$ cat src/rtl/pit_pkg.sv
package pit_pkg;
    localparam int ADDR_W = 3;

    typedef enum logic [ADDR_W-1:0] {
        A_CTRL  = 3'd0,
        A_MODE  = 3'd1,
        A_STAT  = 3'd2,
        A_COUNT = 3'd3,
        A_CAPT  = 3'd4
    } reg_addr_e;

    typedef enum logic [1:0] {
        EDGE_FALL  = 2'b00,
        EDGE_RISE  = 2'b01,
        EDGE_BOTH  = 2'b10,
        EDGE_BOTHX = 2'b11
    } edge_sel_e;

    localparam int CTRL_START_BIT = 0;
    localparam int CTRL_STOP_BIT  = 1;
    localparam int CTRL_RUN_BIT   = 2;
    localparam int MODE_SIRQ_BIT  = 2;
endpackage

$ cat src/rtl/pit_sync_edge.sv
module pit_sync_edge #(
    parameter int SYNC_STAGES = 2
) (
    input  logic       clk,
    input  logic       rst_n,
    input  logic       clr,
    input  logic       pin,
    input  logic [1:0] sel,
    output logic       hit
);
    import pit_pkg::*;

    typedef struct packed {
        logic [SYNC_STAGES-1:0] sh;
        logic                   prev;
    } st_t;

    st_t st_d, st_q;
    logic rise, fall;

    always_comb begin
        st_d      = st_q;
        st_d.sh   = {st_q.sh[SYNC_STAGES-2:0], pin};
        st_d.prev = st_q.sh[SYNC_STAGES-1];
        if (clr) st_d = '0;
    end

    always_ff @(posedge clk or negedge rst_n) begin
        if (!rst_n) st_q <= '0;
        else        st_q <= st_d;
    end

    assign rise = st_q.sh[SYNC_STAGES-1] & ~st_q.prev;
    assign fall = ~st_q.sh[SYNC_STAGES-1] & st_q.prev;

    always_comb begin
        unique case (edge_sel_e'(sel))
            EDGE_FALL: hit = fall;
            EDGE_RISE: hit = rise;
            default:   hit = rise | fall;
        endcase
    end
endmodule

$ cat src/rtl/pit_ctrl.sv
module pit_ctrl (
    input  logic       clk,
    input  logic       rst_n,
    input  logic       clr,
    input  logic       start,
    input  logic       stop,
    input  logic       mode_wr,
    input  logic [2:0] mode_data,
    input  logic       tick,
    input  logic       hit,
    output logic       run,
    output logic       pending,
    output logic       arm,
    output logic [1:0] edge_sel,
    output logic       sirq
);
    import pit_pkg::*;

    typedef struct packed {
        logic       run;
        logic       pending;
        logic [1:0] edge_sel;
        logic       sirq;
    } st_t;

    st_t st_d, st_q;

    always_comb begin
        st_d = st_q;
        if (st_q.run && (tick || hit)) st_d.pending = 1'b0;
        if (mode_wr) begin
            st_d.edge_sel = mode_data[1:0];
            if (!st_q.run) st_d.sirq = mode_data[MODE_SIRQ_BIT];
        end
        if (stop) begin
            st_d.run     = 1'b0;
            st_d.pending = 1'b0;
        end else if (start) begin
            st_d.run     = 1'b1;
            st_d.pending = 1'b1;
        end
        if (clr) st_d = '0;
    end

    always_ff @(posedge clk or negedge rst_n) begin
        if (!rst_n) st_q <= '0;
        else        st_q <= st_d;
    end

    assign run      = st_q.run;
    assign pending  = st_q.pending;
    assign arm      = start & ~stop;
    assign edge_sel = st_q.edge_sel;
    assign sirq     = st_q.sirq;
endmodule

$ cat src/rtl/pit_core.sv
module pit_core #(
    parameter int CNT_W = 16
) (
    input  logic             clk,
    input  logic             rst_n,
    input  logic             clr,
    input  logic             run,
    input  logic             pending,
    input  logic             arm,
    input  logic             sirq,
    input  logic             tick,
    input  logic             hit,
    output logic [CNT_W-1:0] cnt,
    output logic [CNT_W-1:0] cap,
    output logic             ovf,
    output logic             irq
);
    localparam logic [CNT_W-1:0] CNT_MAX = '1;

    typedef struct packed {
        logic [CNT_W-1:0] cnt;
        logic [CNT_W-1:0] cap;
        logic             ovf;
        logic             wrap;
        logic             irq;
    } st_t;

    st_t st_d, st_q;

    always_comb begin
        st_d     = st_q;
        st_d.irq = 1'b0;
        if (arm) st_d.wrap = 1'b0;
        if (run) begin
            if (hit) begin
                st_d.cap  = st_q.cnt;
                st_d.cnt  = '0;
                st_d.ovf  = st_q.wrap;
                st_d.wrap = 1'b0;
                st_d.irq  = 1'b1;
            end else if (tick) begin
                if (pending) begin
                    st_d.cnt = '0;
                    st_d.irq = sirq;
                end else begin
                    st_d.cnt = st_q.cnt + 1'b1;
                    if (st_q.cnt == CNT_MAX) st_d.wrap = 1'b1;
                end
            end
        end
        if (clr) st_d = '0;
    end

    always_ff @(posedge clk or negedge rst_n) begin
        if (!rst_n) st_q <= '0;
        else        st_q <= st_d;
    end

    assign cnt = st_q.cnt;
    assign cap = st_q.cap;
    assign ovf = st_q.ovf;
    assign irq = st_q.irq;
endmodule

$ cat src/rtl/pulse_interval_timer.sv
module pulse_interval_timer #(
    parameter int CNT_W       = 16,
    parameter int SYNC_STAGES = 2
) (
    input  logic             clk,
    input  logic             rst_n,
    input  logic             unit_en,
    input  logic             tick,
    input  logic             pin_in,
    input  logic             wr_en,
    input  logic [2:0]       wr_addr,
    input  logic [CNT_W-1:0] wr_data,
    input  logic [2:0]       rd_addr,
    output logic [CNT_W-1:0] rd_data,
    output logic             irq
);
    import pit_pkg::*;

    logic             clr;
    logic             start_wr, stop_wr, mode_wr;
    logic             hit, run, pending, arm, sirq, ovf;
    logic [1:0]       edge_sel;
    logic [CNT_W-1:0] cnt, cap;
    logic             unused_wdata;

    assign clr          = ~unit_en;
    assign start_wr     = wr_en && (reg_addr_e'(wr_addr) == A_CTRL) && wr_data[CTRL_START_BIT];
    assign stop_wr      = wr_en && (reg_addr_e'(wr_addr) == A_CTRL) && wr_data[CTRL_STOP_BIT];
    assign mode_wr      = wr_en && (reg_addr_e'(wr_addr) == A_MODE);
    assign unused_wdata = ^wr_data[CNT_W-1:3];

    pit_sync_edge #(.SYNC_STAGES(SYNC_STAGES)) u_edge (
        .clk(clk), .rst_n(rst_n), .clr(clr), .pin(pin_in), .sel(edge_sel), .hit(hit)
    );

    pit_ctrl u_ctrl (
        .clk(clk), .rst_n(rst_n), .clr(clr), .start(start_wr), .stop(stop_wr),
        .mode_wr(mode_wr), .mode_data(wr_data[2:0]), .tick(tick), .hit(hit),
        .run(run), .pending(pending), .arm(arm), .edge_sel(edge_sel), .sirq(sirq)
    );

    pit_core #(.CNT_W(CNT_W)) u_core (
        .clk(clk), .rst_n(rst_n), .clr(clr), .run(run), .pending(pending),
        .arm(arm), .sirq(sirq), .tick(tick), .hit(hit),
        .cnt(cnt), .cap(cap), .ovf(ovf), .irq(irq)
    );

    always_comb begin
        rd_data = '0;
        case (reg_addr_e'(rd_addr))
            A_CTRL:  rd_data[CTRL_RUN_BIT] = run;
            A_MODE:  rd_data[2:0] = {sirq, edge_sel};
            A_STAT:  rd_data[0] = ovf;
            A_COUNT: rd_data = cnt;
            A_CAPT:  rd_data = cap;
            default: rd_data = '0;
        endcase
    end
endmodule

$ cat config.mk
export PLATFORM = sky130hd
export DESIGN_NAME = pulse_interval_timer
export DESIGN_NICKNAME = d
export VERILOG_FILES = /design/src/rtl/pit_pkg.sv /design/src/rtl/pit_sync_edge.sv /design/src/rtl/pit_ctrl.sv /design/src/rtl/pit_core.sv /design/src/rtl/pulse_interval_timer.sv
export SDC_FILE = /design/constraint.sdc
export NUM_CORES = 1
export LEC_CHECK = 0
export BUFFER_PORTS_ARGS = -buffer_cell sky130_fd_sc_hd__buf_2
export CAP_MARGIN = 20
export CORE_MARGIN = 2
export CORE_UTILIZATION = 45
export CTS_BUF_LIST = sky130_fd_sc_hd__clkbuf_4 sky130_fd_sc_hd__clkbuf_8
export DETAILED_ROUTE_END_ITERATION = 10
export MAX_ROUTING_LAYER = met4
export PLACE_DENSITY = 0.7
export SETUP_SLACK_MARGIN = 0.1
export SLEW_MARGIN = 25
export SYNTH_ARGS = -nofsm -noshare
export SYNTH_HDL_FRONTEND = slang
export SYNTH_SLANG_ARGS = --single-unit
$ cat constraint.sdc
create_clock -name clk -period 2.9 [get_ports clk]
set_input_delay 0.87 -clock clk [delete_from_list [all_inputs] [get_ports clk]]
set_output_delay 0.87 -clock clk [all_outputs]
set_load 0.02 [all_outputs]
==> metrics <==
outcome=complete, no violations; io pins=between 40 and 50; met1 usage=between 20% and 30%; r2r startpoint=u_edge.st_q[0]; RSZ-0062 raised after global routing=false; ys async rst share=100%; cell mode on critical path=buf_2; Worst EP arrival=about 1.8 ns; WS Path Type=input pin to output port; layout cells sized above 1=roughly a fifth; setup TNS=0 ns; flop2flop setup slack=between 0.9 and 1 ns; Routed Antenna Nets=0; Final nets=278; leakage power=about 1.2 nW; #FFs+latches synth=43; Synth top cells by count=43 x dfrtp_1, 31 x a22o_1, 19 x o21ai_0, 17 x nand3_1, 12 x nand2_1; overall power=between 0.001 and 0.0015 W; number of enable flip-flop cells after synthesis=0; largest net degree at the start of global routing=25; H-tree depth=2; clk_lat worst skew=0.30 ns; hold_buf cts=0; Die Y=approximately 75 µm; die area=about 5600 µm²; Clock Path Buffers=2; via count=around 1,800; critical-path cell list=buf_2 > inv_1 > and3_2 > a22o_1 > buf_2; Starting DRT DRC Count=128; Post-route DRC=0; worst r2r dst=u_core.cnt[4]; Overflow after GRT=0; Final Skew=just under 0.007 ns; synthesized area=about 2200 µm²; max-slew violation count=0; end of the critical path=rd_data[11]; syn nets=approximately 250; Tightest Pin Transition=0.640 ns; largest cells by area after synthesis=dfrtp_1 48%, a22o_1 12%, o21ai_0 4.2%, nand3_1 3.8%, o31ai_1 2.3%; Synth top area share=slightly below 50%; startpoint types=input pin; GRT Total Usage=about a fifth; Worst EP required=just over 2 ns; Finished Layout Cells=~320; wire per inst=~15 µm; first-pass GRT wire length=between 8 and 9 mm; HPWL after detailed placement=between 3 and 4 mm; Cell Pwr Density=477 nW/µm²; Initial Util=47.1%; CP Depth=5; fmax=0.375 GHz; initial antenna violation count=0; Register-to-Register Path Depth=7; Final Wtd Congestion=approximately 0.86; Filler Cell Count=roughly 450; clock sinks=43; Max rail drop VDD=~0.00024 V; # placed instances=roughly 310; PnR worst setup slack=~0.23 ns; clock slew at reported path FFs=roughly 0.08 ns; Port Buf Inserts=31; core area=roughly 4800 µm²; Rel. slew slack=a little under three fifths; Setup WS pre-CTS=0.0625 ns; max incr delay on CP=roughly 0.36 ns; GR Util met2=28.2%; Final period util=92.0%; final count of negative-setup-slack endpoints=0; CTS tree=done; GRT busiest layer=met2; Hold Crit Class=register to register; CP top delay family=buffers and inverters; CP startpoint=rd_addr[2]; crit end category=output port; drt total wl=around 4.7 mm; CTS buffer count=5; distinct cell type count after synthesis=36; Worst Path Buf+Inv=3; vias in the first global route=roughly 1,600; drt first pass iters=4; row count=25; Syn Inst Count=220; slowest CP cell=and3_2; Hold Vio Cnt, Final=0; Main synth FF type=dfrtp_1; Root Driver=clkbuf_8; area grow syn2layout=14.5%; M3 GR Usage=about 4.3%; Synth Area per Inst=around 10 µm²; Max-cap violations=0; Avg Vias per Cell=5.61; Ant. Diodes=0; clock period minus worst slack=~2.7 ns; area leader, netlist=dfrtp_1; synth warn=0; worst-path maximum fanout=13; Die W=roughly 75 µm; top-count cell post-synth=dfrtp_1; sequential share of the synthesized area=slightly below 50%
kinds of logic after synthesis:
| logic type | count (synthesis) | synth area share, % |
|---|---|---|
| XOR/XNOR | 5 | 1.95 |
| adder cells (fa/ha/maj) | 3 | 1.68 |
| AO/OA/AOI/OAI | 73 | 24.3 |
| flip-flops | 43 | 48.0 |
| AND/OR/NAND/NOR | 70 | 16.9 |
| buffers and inverters | 20 | 4.36 |
| multiplexers | 6 | 2.74 |
power by group:
part	internal, W	switching [W]
clock network	0.000354	0.000205
logic	0.0000190	0.0000418
registers	0.000602	0.00000324
total	0.000975	0.000250
repair_timing:
action                     in CTS  in global routing
setup endpoints to repair      13                  0
gates resized for setup         1                  0
buffers inserted                0                  0
stage by stage:
stage	cell area [µm²]	hold WS (ns)	util [%]
CTS	2570	0.477	54.0
finish	2570	0.484	54.0
global placement	2430	0.451	51.1
detailed placement	2430	0.457	51.1
global route	2570	0.528	54.0
floorplan	2250	0.434	-
registers in the layout, summed over array words and instances (netlist names):
register         flops
u_edge.st_q          3
u_core.irq           1
u_ctrl.pending       1
u_core.cap          16
u_ctrl.edge_sel      2
u_ctrl.sirq          1
u_ctrl.run           1
u_core.cnt          16
u_core.st_q          1
u_core.ovf           1
how the worst min path moves through the flow:
stage	start	to	depth (start not counted)
6_report	u_edge.st_q[1]	u_edge.st_q[2]	1
5_1_grt	u_edge.st_q[1]	u_edge.st_q[2]	1
4_1_cts	u_edge.st_q[1]	u_edge.st_q[2]	1
3_5_place_dp	u_edge.st_q[1]	u_edge.st_q[2]	1
3_3_place_gp	u_edge.st_q[1]	u_edge.st_q[2]	1
2_1_floorplan	u_edge.st_q[1]	u_edge.st_q[2]	1
layout by cell type, fill, tap and decap left out, types with 6 or more instances in the layout:
cell / n
nand3_1: 17
o31ai_1: 7
dfrtp_1: 43
inv_1: 7
nor2b_1: 7
and2_1: 6
a22o_1: 31
buf_2: 31
o21ai_0: 19
nor2_1: 11
nand2_1: 12
layer usage:
layer | routed length, µm | part of all wire [%] | vias up
met5 | 0 | 0 | -
met1 | 2350 | 50 | 855
li1 | - | - | 869
met4 | 71 | 1.5 | 0
met2 | 2090 | 44 | 37
met3 | 193 | 4.1 | 6
layout make-up:
cell class	count	area [µm²]	area share, %
well taps	67	83.8	3.27
flip-flops and latches	43	1080	41.9
repair buffers	33	170	6.63
clock buffers	6	76.3	2.97
clock inverters	2	60.1	2.34
multi-input cells	157	1070	41.8
inverters	7	26.3	1.02
(Power assumes the default switching activity.)
